<file path="src/rtl/lcts_pkg.sv">
package lcts_pkg;
  typedef enum logic [1:0] {
    HS_IDLE  = 2'd0,
    HS_HOLD  = 2'd1,
    HS_DRAIN = 2'd2
  } hs_state_e;
endpackage

</file>
<file path="src/rtl/lcts_level.sv">
module lcts_level #(
  parameter int LVL_W = 4
) (
  input  logic                    clk,
  input  logic                    rst_n,
  input  logic                    en_i,
  input  logic                    up_i,
  input  logic                    dn_i,
  output logic                    step_o,
  output logic [LVL_W-1:0]        lvl_o,
  output logic [LVL_W-1:0]        lvl_nx_o,
  output logic [(1<<LVL_W)-2:0]   thermo_o
);
  localparam int NTH  = (1 << LVL_W) - 1;
  localparam int LTOP = (1 << LVL_W) - 2;

  logic [LVL_W-1:0] lvl_q;
  logic go_up, go_dn;

  assign go_up  = en_i & up_i & ~dn_i & (lvl_q != LTOP[LVL_W-1:0]);
  assign go_dn  = en_i & dn_i & ~up_i & (lvl_q != '0);
  assign step_o = go_up | go_dn;

  always_comb begin
    lvl_nx_o = lvl_q;
    if (go_up)      lvl_nx_o = lvl_q + LVL_W'(1);
    else if (go_dn) lvl_nx_o = lvl_q - LVL_W'(1);
  end

  always_ff @(posedge clk or negedge rst_n) begin
    if (!rst_n) lvl_q <= '0;
    else        lvl_q <= lvl_nx_o;
  end

  assign lvl_o = lvl_q;

  for (genvar g = 0; g < NTH; g++) begin : g_thermo
    assign thermo_o[g] = (int'(lvl_q) > g);
  end

  // the level never jumps by more than one step
  assert_step_by_one_R2: assert property (@(posedge clk) disable iff (!rst_n)
    (lvl_q != $past(lvl_q)) |->
      (lvl_q == $past(lvl_q) + LVL_W'(1) || lvl_q == $past(lvl_q) - LVL_W'(1)));

  // the level stays inside its range
  assert_level_range_R3: assert property (@(posedge clk) disable iff (!rst_n)
    int'(lvl_q) <= LTOP);

  // the count of ones in the DAC code tracks the level
  assert_thermo_count_R7: assert property (@(posedge clk) disable iff (!rst_n)
    $countones(thermo_o) == int'(lvl_q));
endmodule

</file>
<file path="src/rtl/lcts_timer.sv">
module lcts_timer #(
  parameter int TMR_W = 12
) (
  input  logic             clk,
  input  logic             rst_n,
  input  logic             tick_i,
  input  logic             clr_i,
  output logic [TMR_W-1:0] cnt_o,
  output logic             full_o
);
  logic [TMR_W-1:0] cnt_q;

  assign full_o = &cnt_q;
  assign cnt_o  = cnt_q;

  always_ff @(posedge clk or negedge rst_n) begin
    if (!rst_n)                cnt_q <= '0;
    else if (clr_i)            cnt_q <= '0;
    else if (tick_i && !full_o) cnt_q <= cnt_q + TMR_W'(1);
  end

  // a full counter holds until it is cleared
  assert_no_wrap_R6: assert property (@(posedge clk) disable iff (!rst_n)
    (full_o && !clr_i) |=> full_o);

  // the counter advances only on a tick
  assert_tick_only_R5: assert property (@(posedge clk) disable iff (!rst_n)
    (!tick_i && !clr_i) |=> $stable(cnt_q));
endmodule

</file>
<file path="src/rtl/lcts_handshake.sv">
module lcts_handshake
  import lcts_pkg::*;
#(
  parameter int LVL_W = 4,
  parameter int TMR_W = 12
) (
  input  logic             clk,
  input  logic             rst_n,
  input  logic             load_i,
  input  logic [LVL_W-1:0] lvl_i,
  input  logic [TMR_W-1:0] ticks_i,
  input  logic             ack_i,
  output logic             ready_o,
  output logic             req_o,
  output logic [LVL_W-1:0] lvl_o,
  output logic [TMR_W-1:0] ticks_o
);
  hs_state_e        st_q;
  logic [LVL_W-1:0] lvl_q;
  logic [TMR_W-1:0] ticks_q;

  always_ff @(posedge clk or negedge rst_n) begin
    if (!rst_n) begin
      st_q    <= HS_IDLE;
      lvl_q   <= '0;
      ticks_q <= '0;
    end else begin
      case (st_q)
        HS_IDLE:  if (load_i) begin
                    st_q    <= HS_HOLD;
                    lvl_q   <= lvl_i;
                    ticks_q <= ticks_i;
                  end
        HS_HOLD:  if (ack_i)  st_q <= HS_DRAIN;
        HS_DRAIN: if (!ack_i) st_q <= HS_IDLE;
        default:  st_q <= HS_IDLE;
      endcase
    end
  end

  assign ready_o = (st_q == HS_IDLE);
  assign req_o   = (st_q == HS_HOLD);
  assign lvl_o   = lvl_q;
  assign ticks_o = ticks_q;

  // request and data hold until acknowledged
  assert_hold_R8: assert property (@(posedge clk) disable iff (!rst_n)
    (req_o && !ack_i) |=> (req_o && $stable(lvl_q) && $stable(ticks_q)));

  // request drops after acknowledge is seen
  assert_req_fall_R8: assert property (@(posedge clk) disable iff (!rst_n)
    (req_o && ack_i) |=> !req_o);

  // no new transfer starts before acknowledge returns low
  assert_drain_R9: assert property (@(posedge clk) disable iff (!rst_n)
    (!ready_o && !req_o && ack_i) |=> !ready_o);
endmodule

</file>
<file path="src/rtl/lcts_core.sv">
module lcts_core #(
  parameter int LVL_W = 4,
  parameter int TMR_W = 12
) (
  input  logic                  clk,
  input  logic                  rst_n,
  input  logic                  tick_en,
  input  logic                  step_up,
  input  logic                  step_dn,
  output logic                  step_ready,
  output logic [(1<<LVL_W)-2:0] dac_thermo,
  output logic                  smp_req,
  input  logic                  smp_ack,
  output logic [LVL_W-1:0]      smp_level,
  output logic [TMR_W-1:0]      smp_ticks
);
  logic             step, full, emit;
  logic [LVL_W-1:0] lvl, lvl_nx;
  logic [TMR_W-1:0] cnt;

  lcts_level #(.LVL_W(LVL_W)) u_level (
    .clk(clk), .rst_n(rst_n), .en_i(step_ready), .up_i(step_up), .dn_i(step_dn),
    .step_o(step), .lvl_o(lvl), .lvl_nx_o(lvl_nx), .thermo_o(dac_thermo)
  );

  assign emit = step_ready & (step | full);

  lcts_timer #(.TMR_W(TMR_W)) u_timer (
    .clk(clk), .rst_n(rst_n), .tick_i(tick_en), .clr_i(emit),
    .cnt_o(cnt), .full_o(full)
  );

  lcts_handshake #(.LVL_W(LVL_W), .TMR_W(TMR_W)) u_hs (
    .clk(clk), .rst_n(rst_n), .load_i(emit), .lvl_i(lvl_nx), .ticks_i(cnt),
    .ack_i(smp_ack), .ready_o(step_ready), .req_o(smp_req),
    .lvl_o(smp_level), .ticks_o(smp_ticks)
  );

  // the level is frozen while the channel is busy
  assert_stall_R9: assert property (@(posedge clk) disable iff (!rst_n)
    !step_ready |=> $stable(lvl));

  // a quiet full counter produces a maximum-interval sample
  assert_ovf_sample_R6: assert property (@(posedge clk) disable iff (!rst_n)
    (step_ready && full && !step) |=> (smp_req && (&smp_ticks) && smp_level == $past(lvl)));

  // an accepted step is presented with its new level
  assert_step_sample_R2: assert property (@(posedge clk) disable iff (!rst_n)
    (step_ready && step) |=> (smp_req && smp_level == lvl));
endmodule

</file>
<file path="config.mk">
export PLATFORM = sky130hd
export DESIGN_NAME = lcts_core
export DESIGN_NICKNAME = d
export VERILOG_FILES = /design/src/rtl/lcts_pkg.sv /design/src/rtl/lcts_level.sv /design/src/rtl/lcts_timer.sv /design/src/rtl/lcts_handshake.sv /design/src/rtl/lcts_core.sv
export SDC_FILE = /design/constraint.sdc
export NUM_CORES = 1
export LEC_CHECK = 0
export BUFFER_PORTS_ARGS = -buffer_cell sky130_fd_sc_hd__buf_4
export CAP_MARGIN = 5
export CELL_PAD_IN_SITES_DETAIL_PLACEMENT = 0
export CELL_PAD_IN_SITES_GLOBAL_PLACEMENT = 1
export CORE_AREA = 2 2 59 103
export CTS_CLUSTER_SIZE = 20
export DETAILED_ROUTE_END_ITERATION = 12
export DIE_AREA = 0 0 61 105
export PLACE_DENSITY = 0.68
export SYNTH_ARGS = -nofsm -noshare
export SYNTH_HDL_FRONTEND = slang
export SYNTH_SLANG_ARGS = --single-unit
</file>
<file path="constraint.sdc">
create_clock -name clk -period 3.66 [get_ports clk]
set_clock_uncertainty 0.15 [all_clocks]
set_input_delay 0.183 -clock clk [delete_from_list [all_inputs] [get_ports clk]]
set_output_delay 0.183 -clock clk [all_outputs]
set_load 0.01 [all_outputs]
</file>
==> results of run 1 <==
through the flow:
step	setup WS [ns]	utilization, %	power (mW)	instances
CTS	0.862	42.6	1.67	302
global route	0.672	42.6	1.78	302
detailed placement	0.897	40.6	1.38	292
global placement	0.957	40.6	1.38	292
floorplan	1.44	-	1.05	184
finish	0.903	42.6	1.65	302
state kept, by name (all words and copies together) (netlist names):
register / flops
u_hs.lvl_o: 4
u_hs.ticks_o: 12
u_timer.cnt_o: 12
u_hs.st_q: 2
u_level.lvl_o: 4
worst max path at each step:
stage,startpoint,endpoint,depth (start not counted)
after detailed placement,u_level.lvl_o[0]$_DFF_PN0_,u_hs.ticks_o[8]$_DFFE_PN0P_,6
final,u_level.lvl_o[0]$_DFF_PN0_,u_hs.ticks_o[8]$_DFFE_PN0P_,6
after global routing,u_level.lvl_o[0]$_DFF_PN0_,u_hs.ticks_o[10]$_DFFE_PN0P_,6
after global placement,u_level.lvl_o[0]$_DFF_PN0_,u_hs.ticks_o[5]$_DFFE_PN0P_,6
after CTS,u_level.lvl_o[0]$_DFF_PN0_,u_hs.ticks_o[8]$_DFFE_PN0P_,6
after floorplan,u_level.lvl_o[0]$_DFF_PN0_,u_hs.ticks_o[0]$_DFFE_PN0P_,7
layer usage:
layer,GRT usage [%],up-vias,wire length [um]
li1,-,755,-
met1,15.8,779,1700
met2,29.6,37,2720
met3,2.35,6,148
met4,5.28,0,57
met5,0,-,0
power groups by stage:
stage                     clock network, mW  logic [mW]  registers (mW)
after floorplan                           0       0.490           0.561
after global routing                  0.311       0.863           0.605
after detailed placement                  0       0.785           0.597
after global placement                    0       0.790           0.595
final                                 0.283       0.780           0.587
after CTS                             0.294       0.791           0.590
critical path, stage by stage (launching register included):
cell and delay, ns:
dfrtp_1 0.46, inv_1 0.18, ha_1 0.32, nor3b_2 0.32, o22ai_1 0.17, o21ai_2 0.62, mux2_2 0.41
area by class of cell:
class | count | share of cell area [%]
multi-input combinational | 134 | 41.4
sequential | 34 | 36.0
timing repair buffer | 41 | 13.2
tap | 76 | 4.03
clock buffer | 7 | 3.65
inverter | 9 | 1.43
clock inverter | 1 | 0.212
logic make-up (layout without fill, tap and decap cells):
kind of cell | count (synthesis) | count (layout) | share of synthesized area, %
buffers and inverters | 16 | 58 | 3.69
adders and majority gates | 5 | 5 | 3.29
AOI/OAI and AO/OA | 46 | 46 | 16.4
and+or+nand+nor | 61 | 61 | 19.4
muxes | 16 | 16 | 9.62
xor gates and xnor gates | 6 | 6 | 2.77
DFF | 34 | 34 | 44.8
what timing repair did:
| item | CTS | global route |
|---|---|---|
| gates resized for setup | 0 | 0 |
| setup buffers | 0 | 0 |
| hold endpoints to repair | 35 | 0 |
| hold buffers | 2 | 0 |
Yosys cell counts, drive strengths merged (3+ instances only):
cell type | number | share of area (%)
clkbuf | 4 | 0.79
nor3 | 8 | 2.4
dfrtp | 34 | 45
nor2 | 10 | 2.0
nand2b | 5 | 1.6
a21oi | 9 | 2.8
nor2b | 4 | 1.3
buf | 3 | 1.1
or3 | 3 | 0.99
inv | 9 | 1.8
nand4 | 5 | 2.8
xnor2 | 5 | 2.3
mux2 | 15 | 9.1
or4 | 4 | 1.6
a32oi | 3 | 1.4
o21ai | 11 | 3.1
o31ai | 7 | 2.8
nand2 | 7 | 1.4
ha | 5 | 3.3
nor3b | 3 | 1.4
nand3 | 5 | 1.3
==> impl_metrics.py, run 1 <==
metrics = {
    "run_status": {
        "status": "completed",
    },
    "worst_hold_path": {
        "min_from": "tick_en",
        "hold_path.class": "primary input to flip-flop",
        "whs_path_depth": 3,
        "hold-path-endpoint": "u_timer.cnt_o[2]$_DFFE_PN0P_",
    },
    "timing": {
        "fin_tns_setup_ns": 0,
        "fin_hold_ws_ns": 0.0958,
        "relSlewSlack_pct": 51.5,
        "worst_pin_slew_ns": 0.728,
        "min_period_ns": 2.76,
        "report.final.setup_viol": 0,
        "rsz0062_at_grt": "no",
        "fmax_ghz": 0.363,
        "slew_viol_final": 0,
        "period_share_pct": 75.3,
        "hold_viol_final": 0,
    },
    "pwr": {
        "power.share.clock_pct": 17.2,
        "p_seq_share_pct": 35.6,
        "switchingPower_uw": 655,
        "p_leak_nw": 1.08,
        "powerDensity_nw_per_um2": 699,
        "p_int_uw": 996,
        "comb_power_share_pct": 47.3,
        "swShare_pct": 39.7,
        "ir_drop_mv": 0.300,
    },
    "floorplanning": {
        "die_h_um": 105,
        "pin_count": 39,
        "start_util_pct": 34.3,
        "rows": 36,
        "chipWidth_um": 61,
        "dieArea_um2": 6410,
        "fp.coreArea_um2": 5540,
    },
    "synthesis": {
        "synth_cells": 184,
        "async_flop_share_pct": 100,
        "synth_fp_nets": 195,
        "synth_edf_count": 0,
        "yosys_warnings": 0,
        "synth_area_um2": 1900,
        "synth_cell_type_count": 50,
        "synth.avg_cell_area_um2": 10.3,
        "synth_top_flop_cell": "dfrtp_1",
        "ys_ff_latch": 34,
        "synth-seq-area-share_pct": 44.8,
    },
    "global_route": {
        "overflow": 0,
        "grt_pass1_vias": 1582,
        "grt_antenna_before_repair": 0,
        "grt_start_max_net_pins": 35,
        "grt_pass1_wl_um": 7530,
        "grt_usage_pct": 15.5,
    },
    "clocking": {
        "cts_tree": "built",
        "cts_sinks": 34,
        "clk_latency_ns": 0.28,
        "numCtsBuffers": 5,
        "path_clk_slew_ns": 0.07,
        "cts_root_buf": "clkbuf_8",
        "htreeDepth": 2,
        "clk_path_buf_depth": 2,
    },
    "setup_path": {
        "crit_required_ns": 3.68,
        "rr_worst_depth": 6,
        "rr_endpoint": "u_hs.ticks_o[8]$_DFFE_PN0P_",
        "r2r_slack_ns": 0.90,
        "critPathKind": "flip-flop to flip-flop",
        "worst_setup_path_end_kind": "flip-flop",
        "cp_max_fo": 13,
        "cp.arrival_ns": 2.77,
        "critPathLaunchType": "flip-flop",
        "r2r-start": "u_level.lvl_o[0]$_DFF_PN0_",
    },
    "job": {
        "cap_violations": 0,
    },
    "placement": {
        "dpl_cell_area_um2": 2250,
        "hpwl_um": 3490,
        "port_buffers": 38,
        "place_congestion": 0.891,
    },
    "final_layout": {
        "drive_above_1_share_pct": 30.5,
        "area_growth_pct": 24.4,
        "n_fill_cell": 568,
        "final_common_cell": "buf_4",
        "stdcell_area_um2": 2360,
        "final_cell_mix": "buf_4, dfrtp_1, mux2_2, nor2_1, o21ai_0",
        "diodes": 0,
        "ff_latch_area_um2": 851,
        "multi_input_area_um2": 978,
        "nets": 236,
    },
    "routing": {
        "drt-vias-per-instance": 5.22,
        "wl_per_cell_um": 15.3,
        "first_iter_violations": 54,
        "ant_nets": 0,
        "drc": 0,
        "first_pass_iters": 4,
        "wl_um": 4630,
        "vias": 1577,
    },
}
Power figures use the tool's default switching activity.
==> run 2, diff against run 1 <==
- ABC_AREA: default -> 1
- CORE_AREA: 2 2 59 103 -> 2 2 62 107
- DIE_AREA: 0 0 61 105 -> 0 0 64 109
- PLACE_DENSITY: 0.68 -> 0.73
- clock period: 3.66 -> 2.5 ns (I/O delays scaled with it)
==> run 2 against run 1 <==
Effect of this change:
- non-clock buffer count fell by 1
- via count rose by 9.4%
- cell count rose by 26%
- critical path depth fell by 1
- critical path type is now flip-flop to output pin
- hold slack got worse by 0.083 ns
- critical endpoint is now dac_thermo[5]
- combinational power rose by 67%
- clock power rose by 81%
- global-route usage fell by 0.60 points
==> impl_metrics.py, run 2 <==
metrics = {
    "timing": {
        "fin_hold_ws_ns": 0.0131,
        "fmax_ghz": 0.480,
        "worst_pin_slew_ns": 0.440,
        "hold_viol_final": 0,
        "min_period_ns": 2.09,
        "rsz0062_at_grt": "no",
        "relSlewSlack_pct": 70.6,
        "fin_tns_setup_ns": 0,
        "report.final.setup_viol": 0,
        "period_share_pct": 83.4,
        "slew_viol_final": 0,
    },
    "synthesis": {
        "synth_top_area_share_pct": 41.1,
        "synth-seq-area-share_pct": 41.1,
        "ys_top_cells_by_count": "nand2_1, dfrtp_1, inv_1",
        "synth_area_um2": 2070,
        "synth_cell_type_count": 31,
        "synth.avg_cell_area_um2": 8.03,
        "yosysTopAreaCell": "dfrtp_1",
        "ys_ff_latch": 34,
        "synth_edf_count": 0,
        "synth_fp_nets": 269,
        "synth_top_flop_cell": "dfrtp_1",
        "synth_cells": 258,
        "async_flop_share_pct": 100,
        "yosys_warnings": 0,
        "synth_most_common_cell": "nand2_1",
        "synth_area_leaders": "dfrtp_1, nand2_1, nand2_2, inv_1, o21ai_2",
    },
    "setup_path": {
        "rr_endpoint": "u_hs.lvl_o[2]$_DFFE_PN0P_",
        "cp.arrival_ns": 1.81,
        "critPathKind": "flip-flop to output pin",
        "endpoint": "dac_thermo[5]",
        "rr_worst_depth": 9,
        "r2r_slack_ns": 0.46,
        "slowest_stage": "dfrtp_1",
        "r2r-start": "u_level.lvl_o[1]$_DFF_PN0_",
        "crit_required_ns": 2.23,
        "crit_chain": "inv_1 -> ha_1 -> or2_2 -> o21ai_0 -> buf_4",
        "max_stage_delay_ns": 0.49,
        "worst_setup_path_end_kind": "output pin",
        "cp_max_fo": 7,
        "crit_start": "u_level.lvl_o[1]$_DFF_PN0_",
        "critPathLaunchType": "flip-flop",
    },
    "routing": {
        "first_pass_iters": 4,
        "drt-vias-per-instance": 4.54,
        "wl_per_cell_um": 12.5,
        "ant_nets": 0,
        "drc": 0,
        "vias": 1726,
        "wl_um": 4760,
        "first_iter_violations": 124,
    },
    "pwr": {
        "ir_drop_mv": 0.448,
        "p_leak_nw": 1.29,
        "powerDensity_nw_per_um2": 1060,
        "total_power_mw": 2.68,
    },
    "clocking": {
        "cts_root_buf": "clkbuf_8",
        "cts_setup_buffers": 0,
        "clk_path_buf_depth": 2,
        "cts_sinks": 34,
        "htreeDepth": 2,
        "cts_resized": 0,
        "hold_buffers": 2,
        "clk_latency_ns": 0.29,
        "numCtsBuffers": 5,
        "cts_tree": "built",
        "path_clk_slew_ns": 0.08,
    },
    "placement": {
        "place_congestion": 0.872,
        "place_inst": 370,
        "port_buffers": 38,
        "hpwl_um": 3630,
    },
    "job": {
        "cap_violations": 0,
    },
    "global_route": {
        "overflow": 0,
        "grt_start_max_net_pins": 46,
        "grt_pass1_wl_um": 8000,
        "grt_pass1_vias": 1685,
        "grt_antenna_before_repair": 0,
        "grt_usage_pct": 14.9,
    },
    "final_layout": {
        "drive_above_1_share_pct": 31.7,
        "nets": 310,
        "diodes": 0,
        "fin_cells": 380,
        "final_cell_mix": "nand2_1, buf_4, dfrtp_1, inv_1, nor2_1",
        "fin_util_pct": 41.2,
        "area_growth_pct": 21.9,
        "final_common_cell": "nand2_1",
    },
    "floorplanning": {
        "start_util_pct": 33.8,
        "die_h_um": 109,
        "pin_count": 39,
        "rows": 38,
        "chipWidth_um": 64,
        "fp.coreArea_um2": 6130,
        "dieArea_um2": 6980,
    },
    "worst_hold_path": {
        "hold_path.class": "primary input to flip-flop",
    },
    "run_status": {
        "status": "completed",
    },
}
## run 2: cell types whose count changed after synthesis, moves of 11 or more
cell     delta
nor2_1     +12
nand2_2    +18
inv_1      +20
nand2_1    +68
o21ai_2    +11
mux2_2     -12
## run 2: cells by family (layout without fill, tap and decap cells)
group	Yosys count	in the layout	synth area share, %
simple gates	152	152	36.7
compound gates	27	27	9.18
fa+ha+maj	5	5	3.02
buf+inv	38	80	9.18
flops	34	34	41.1
xor+xnor	2	2	0.846
## run 2: cell type report
| class | count | area [um^2] |
|---|---|---|
| fill | 627 | 3610 |
| multi-input combinational | 186 | 1030 |
| sequential | 34 | 851 |
| timing repair buffer | 40 | 305 |
| inverter | 32 | 125 |
| tap | 80 | 100 |
| clock buffer | 5 | 68.8 |
| clock inverter | 3 | 45.0 |
## run 2: worst max-delay path: cells and delay by family (launching register included)
family,cells,cell delay (ns)
AO/OA/AOI/OAI,1,0.17
AND/OR/NAND/NOR,1,0.34
flip-flops,1,0.49
buffers and inverters,2,0.27
adder cells (fa/ha/maj),1,0.25
## run 2: how the worst min path moves through the flow
stage	start	endpoint	depth (start not counted)
2_1_floorplan	rst_n	u_hs.lvl_o[0]$_DFFE_PN0P_	0
3_3_place_gp	rst_n	u_hs.ticks_o[3]$_DFFE_PN0P_	1
3_5_place_dp	rst_n	u_hs.ticks_o[5]$_DFFE_PN0P_	1
4_1_cts	tick_en	u_timer.cnt_o[4]$_DFFE_PN0P_	3
5_1_grt	tick_en	u_timer.cnt_o[4]$_DFFE_PN0P_	3
6_report	tick_en	u_timer.cnt_o[4]$_DFFE_PN0P_	3
## run 2: through the flow
stage	area [um^2]	setup WS, ns
3_5_place_dp	2390	0.480
5_1_grt	2520	0.247
3_3_place_gp	2390	0.543
6_report	2520	0.415
2_1_floorplan	2070	0.793
4_1_cts	2520	0.399
## run 2: per-layer routing
| layer | share of wire, % | track usage [%] | up-vias | wire, um |
|---|---|---|---|---|
| met5 | 0 | 0 | - | 0 |
| met4 | 1.6 | 5.12 | 0 | 74 |
| met3 | 4.3 | 2.06 | 5 | 203 |
| met2 | 57 | 28.9 | 47 | 2700 |
| met1 | 38 | 15.9 | 788 | 1790 |
| li1 | - | - | 886 | - |
## run 2: where the power goes
group          total [mW]  internal, mW  switching, mW
combinational        1.30         0.519          0.778
sequential          0.873         0.698          0.175
clock               0.513         0.297          0.216
total                2.68          1.51           1.17
==> run 3, diff against run 2 <==
- PLACE_DENSITY: 0.73 -> 0.7
- clock period: 2.5 -> 2.1 ns (I/O delays scaled with it)
==> run 3 against run 2 <==
Effect of this change:
- via count rose by 2.5%
- register-to-register slack got worse by 0.26 ns
- die area unchanged
- non-clock buffer count up 6
- setup slack lost 0.22 ns
- global-route usage rose by 0.13 points
- largest cell class unchanged
==> impl_metrics.py, run 3 (synthesis results as in run 2) <==
metrics = {
    "setup_path": {
        "critPathKind": "flip-flop to flip-flop",
        "crit_required_ns": 2.13,
        "cp.arrival_ns": 1.94,
        "max_stage_delay_ns": 0.41,
        "critPathLaunchType": "flip-flop",
        "worst_setup_path_end_kind": "flip-flop",
        "cp_max_fo": 24,
        "slowest_stage": "dfrtp_1",
        "crit_chain": "ha_1 -> inv_2 -> nor2_1 -> nand3_2 -> nand3_4 -> nand2_8 -> buf_12 -> nand3b_1 -> nand2_1",
    },
    "final_layout": {
        "diodes": 0,
        "fin_util_pct": 42.4,
        "final_cell_mix": "nand2_1, buf_4, dfrtp_1, inv_1, nor2_1",
        "final_common_cell": "nand2_1",
        "area_growth_pct": 25.5,
        "fin_cells": 386,
        "nets": 316,
        "stdcell_area_um2": 2600,
        "drive_above_1_share_pct": 32.7,
    },
    "floorplanning": {
        "rows": 38,
        "chipWidth_um": 64,
        "start_util_pct": 33.8,
        "die_h_um": 109,
        "fp.coreArea_um2": 6130,
        "pin_count": 39,
        "dieArea_um2": 6980,
    },
    "pwr": {
        "powerDensity_nw_per_um2": 1240,
        "p_leak_nw": 1.33,
        "ir_drop_mv": 0.604,
        "total_power_mw": 3.23,
    },
    "timing": {
        "hold_viol_final": 0,
        "report.final.setup_viol": 0,
        "fmax_ghz": 0.525,
        "slew_viol_final": 0,
        "fin_hold_ws_ns": 0.0982,
        "worst_pin_slew_ns": 0.425,
        "fin_tns_setup_ns": 0,
        "setup_ws_ns": 0.195,
        "relSlewSlack_pct": 71.6,
        "rsz0062_at_grt": "no",
        "min_period_ns": 1.90,
        "period_share_pct": 90.7,
    },
    "routing": {
        "drc": 0,
        "first_pass_iters": 4,
        "drt-vias-per-instance": 4.59,
        "first_iter_violations": 59,
        "wl_per_cell_um": 12.3,
        "wl_um": 4750,
        "ant_nets": 0,
        "vias": 1770,
    },
    "clocking": {
        "cts_tree": "built",
        "path_clk_slew_ns": 0.07,
        "clk_path_buf_depth": 2,
        "cts_setup_buffers": 0,
        "cts_root_buf": "clkbuf_8",
        "numCtsBuffers": 5,
        "cts_sinks": 34,
        "clk_latency_ns": 0.29,
        "htreeDepth": 2,
    },
    "placement": {
        "dpl_cell_area_um2": 2450,
        "port_buffers": 38,
        "place_inst": 375,
        "place_congestion": 0.834,
        "place_ws_ns": 0.184,
        "hpwl_um": 3630,
    },
    "global_route": {
        "grt_pass1_vias": 1708,
        "grt_start_max_net_pins": 35,
        "grt_pass1_wl_um": 7990,
        "overflow": 0,
        "grt_usage_pct": 15.0,
        "grt_antenna_before_repair": 0,
    },
    "run_status": {
        "status": "completed",
    },
    "job": {
        "cap_violations": 0,
    },
    "worst_hold_path": {
        "hold_path.class": "primary input to flip-flop",
    },
}
-- run 3: cell types whose count changed in the layout (fill, tap and decap cells not counted), moves of 2 or more --
cell / previous run / this run
clkbuf_8: 5 / 8
clkinvlp_4: 2 / 0
buf_4: 38 / 41
buf_12: 0 / 2
-- run 3: worst max-delay path: cells and delay by family, from the launching register on --
family	cells	cell delay (ns)
AND/OR/NAND/NOR	6	0.72
flip-flops	1	0.41
adder cells (fa/ha/maj)	1	0.27
buffers and inverters	2	0.23
-- run 3: what timing repair did --
action,4_1_cts,5_1_grt
endpoints found under the setup margin,0,1
resized for setup,0,1
endpoints found under the hold margin,37,0
hold buffers,3,0
-- run 3: worst paths after layout --
path	startpoint	to	slack, ns	cells after the start
worst max-delay path	u_timer.cnt_o[0]$_DFFE_PN0P_	u_timer.cnt_o[10]$_DFFE_PN0P_	0.20	9
worst min-delay path	step_dn	u_level.lvl_o[3]$_DFF_PN0_	0.1	5
worst max register to register	u_timer.cnt_o[0]$_DFFE_PN0P_	u_timer.cnt_o[10]$_DFFE_PN0P_	0.20	9
worst min register to register	u_hs.ticks_o[11]$_DFFE_PN0P_	u_hs.ticks_o[11]$_DFFE_PN0P_	0.34	2
max in group asynchronous	rst_n	u_level.lvl_o[2]$_DFF_PN0_	1.35	2
min in group asynchronous	rst_n	u_timer.cnt_o[5]$_DFFE_PN0P_	0.15	2
-- run 3: power breakdown --
| group | internal, mW | total, mW | switching [mW] |
|---|---|---|---|
| Combinational | 0.701 | 1.66 | 0.956 |
| Clock | 0.331 | 0.573 | 0.242 |
| Sequential | 0.832 | 1.00 | 0.169 |
| Total | 1.86 | 3.23 | 1.37 |
-- run 3: final cells by class --
| cell class | count | area [um^2] |
|---|---|---|
| clock buffers | 8 | 110 |
| fillers | 630 | 3530 |
| well taps | 80 | 100 |
| flip-flops and latches | 34 | 851 |
| multi-input cells | 186 | 1030 |
| repair buffers | 46 | 378 |
| inverters | 32 | 125 |
-- run 3: layer usage --
layer  part of all wire [%]  track usage (%)
met1                     38             15.3
met2                     55             28.6
met3                    4.4             2.79
met4                    2.7             7.30
met5                      0                0
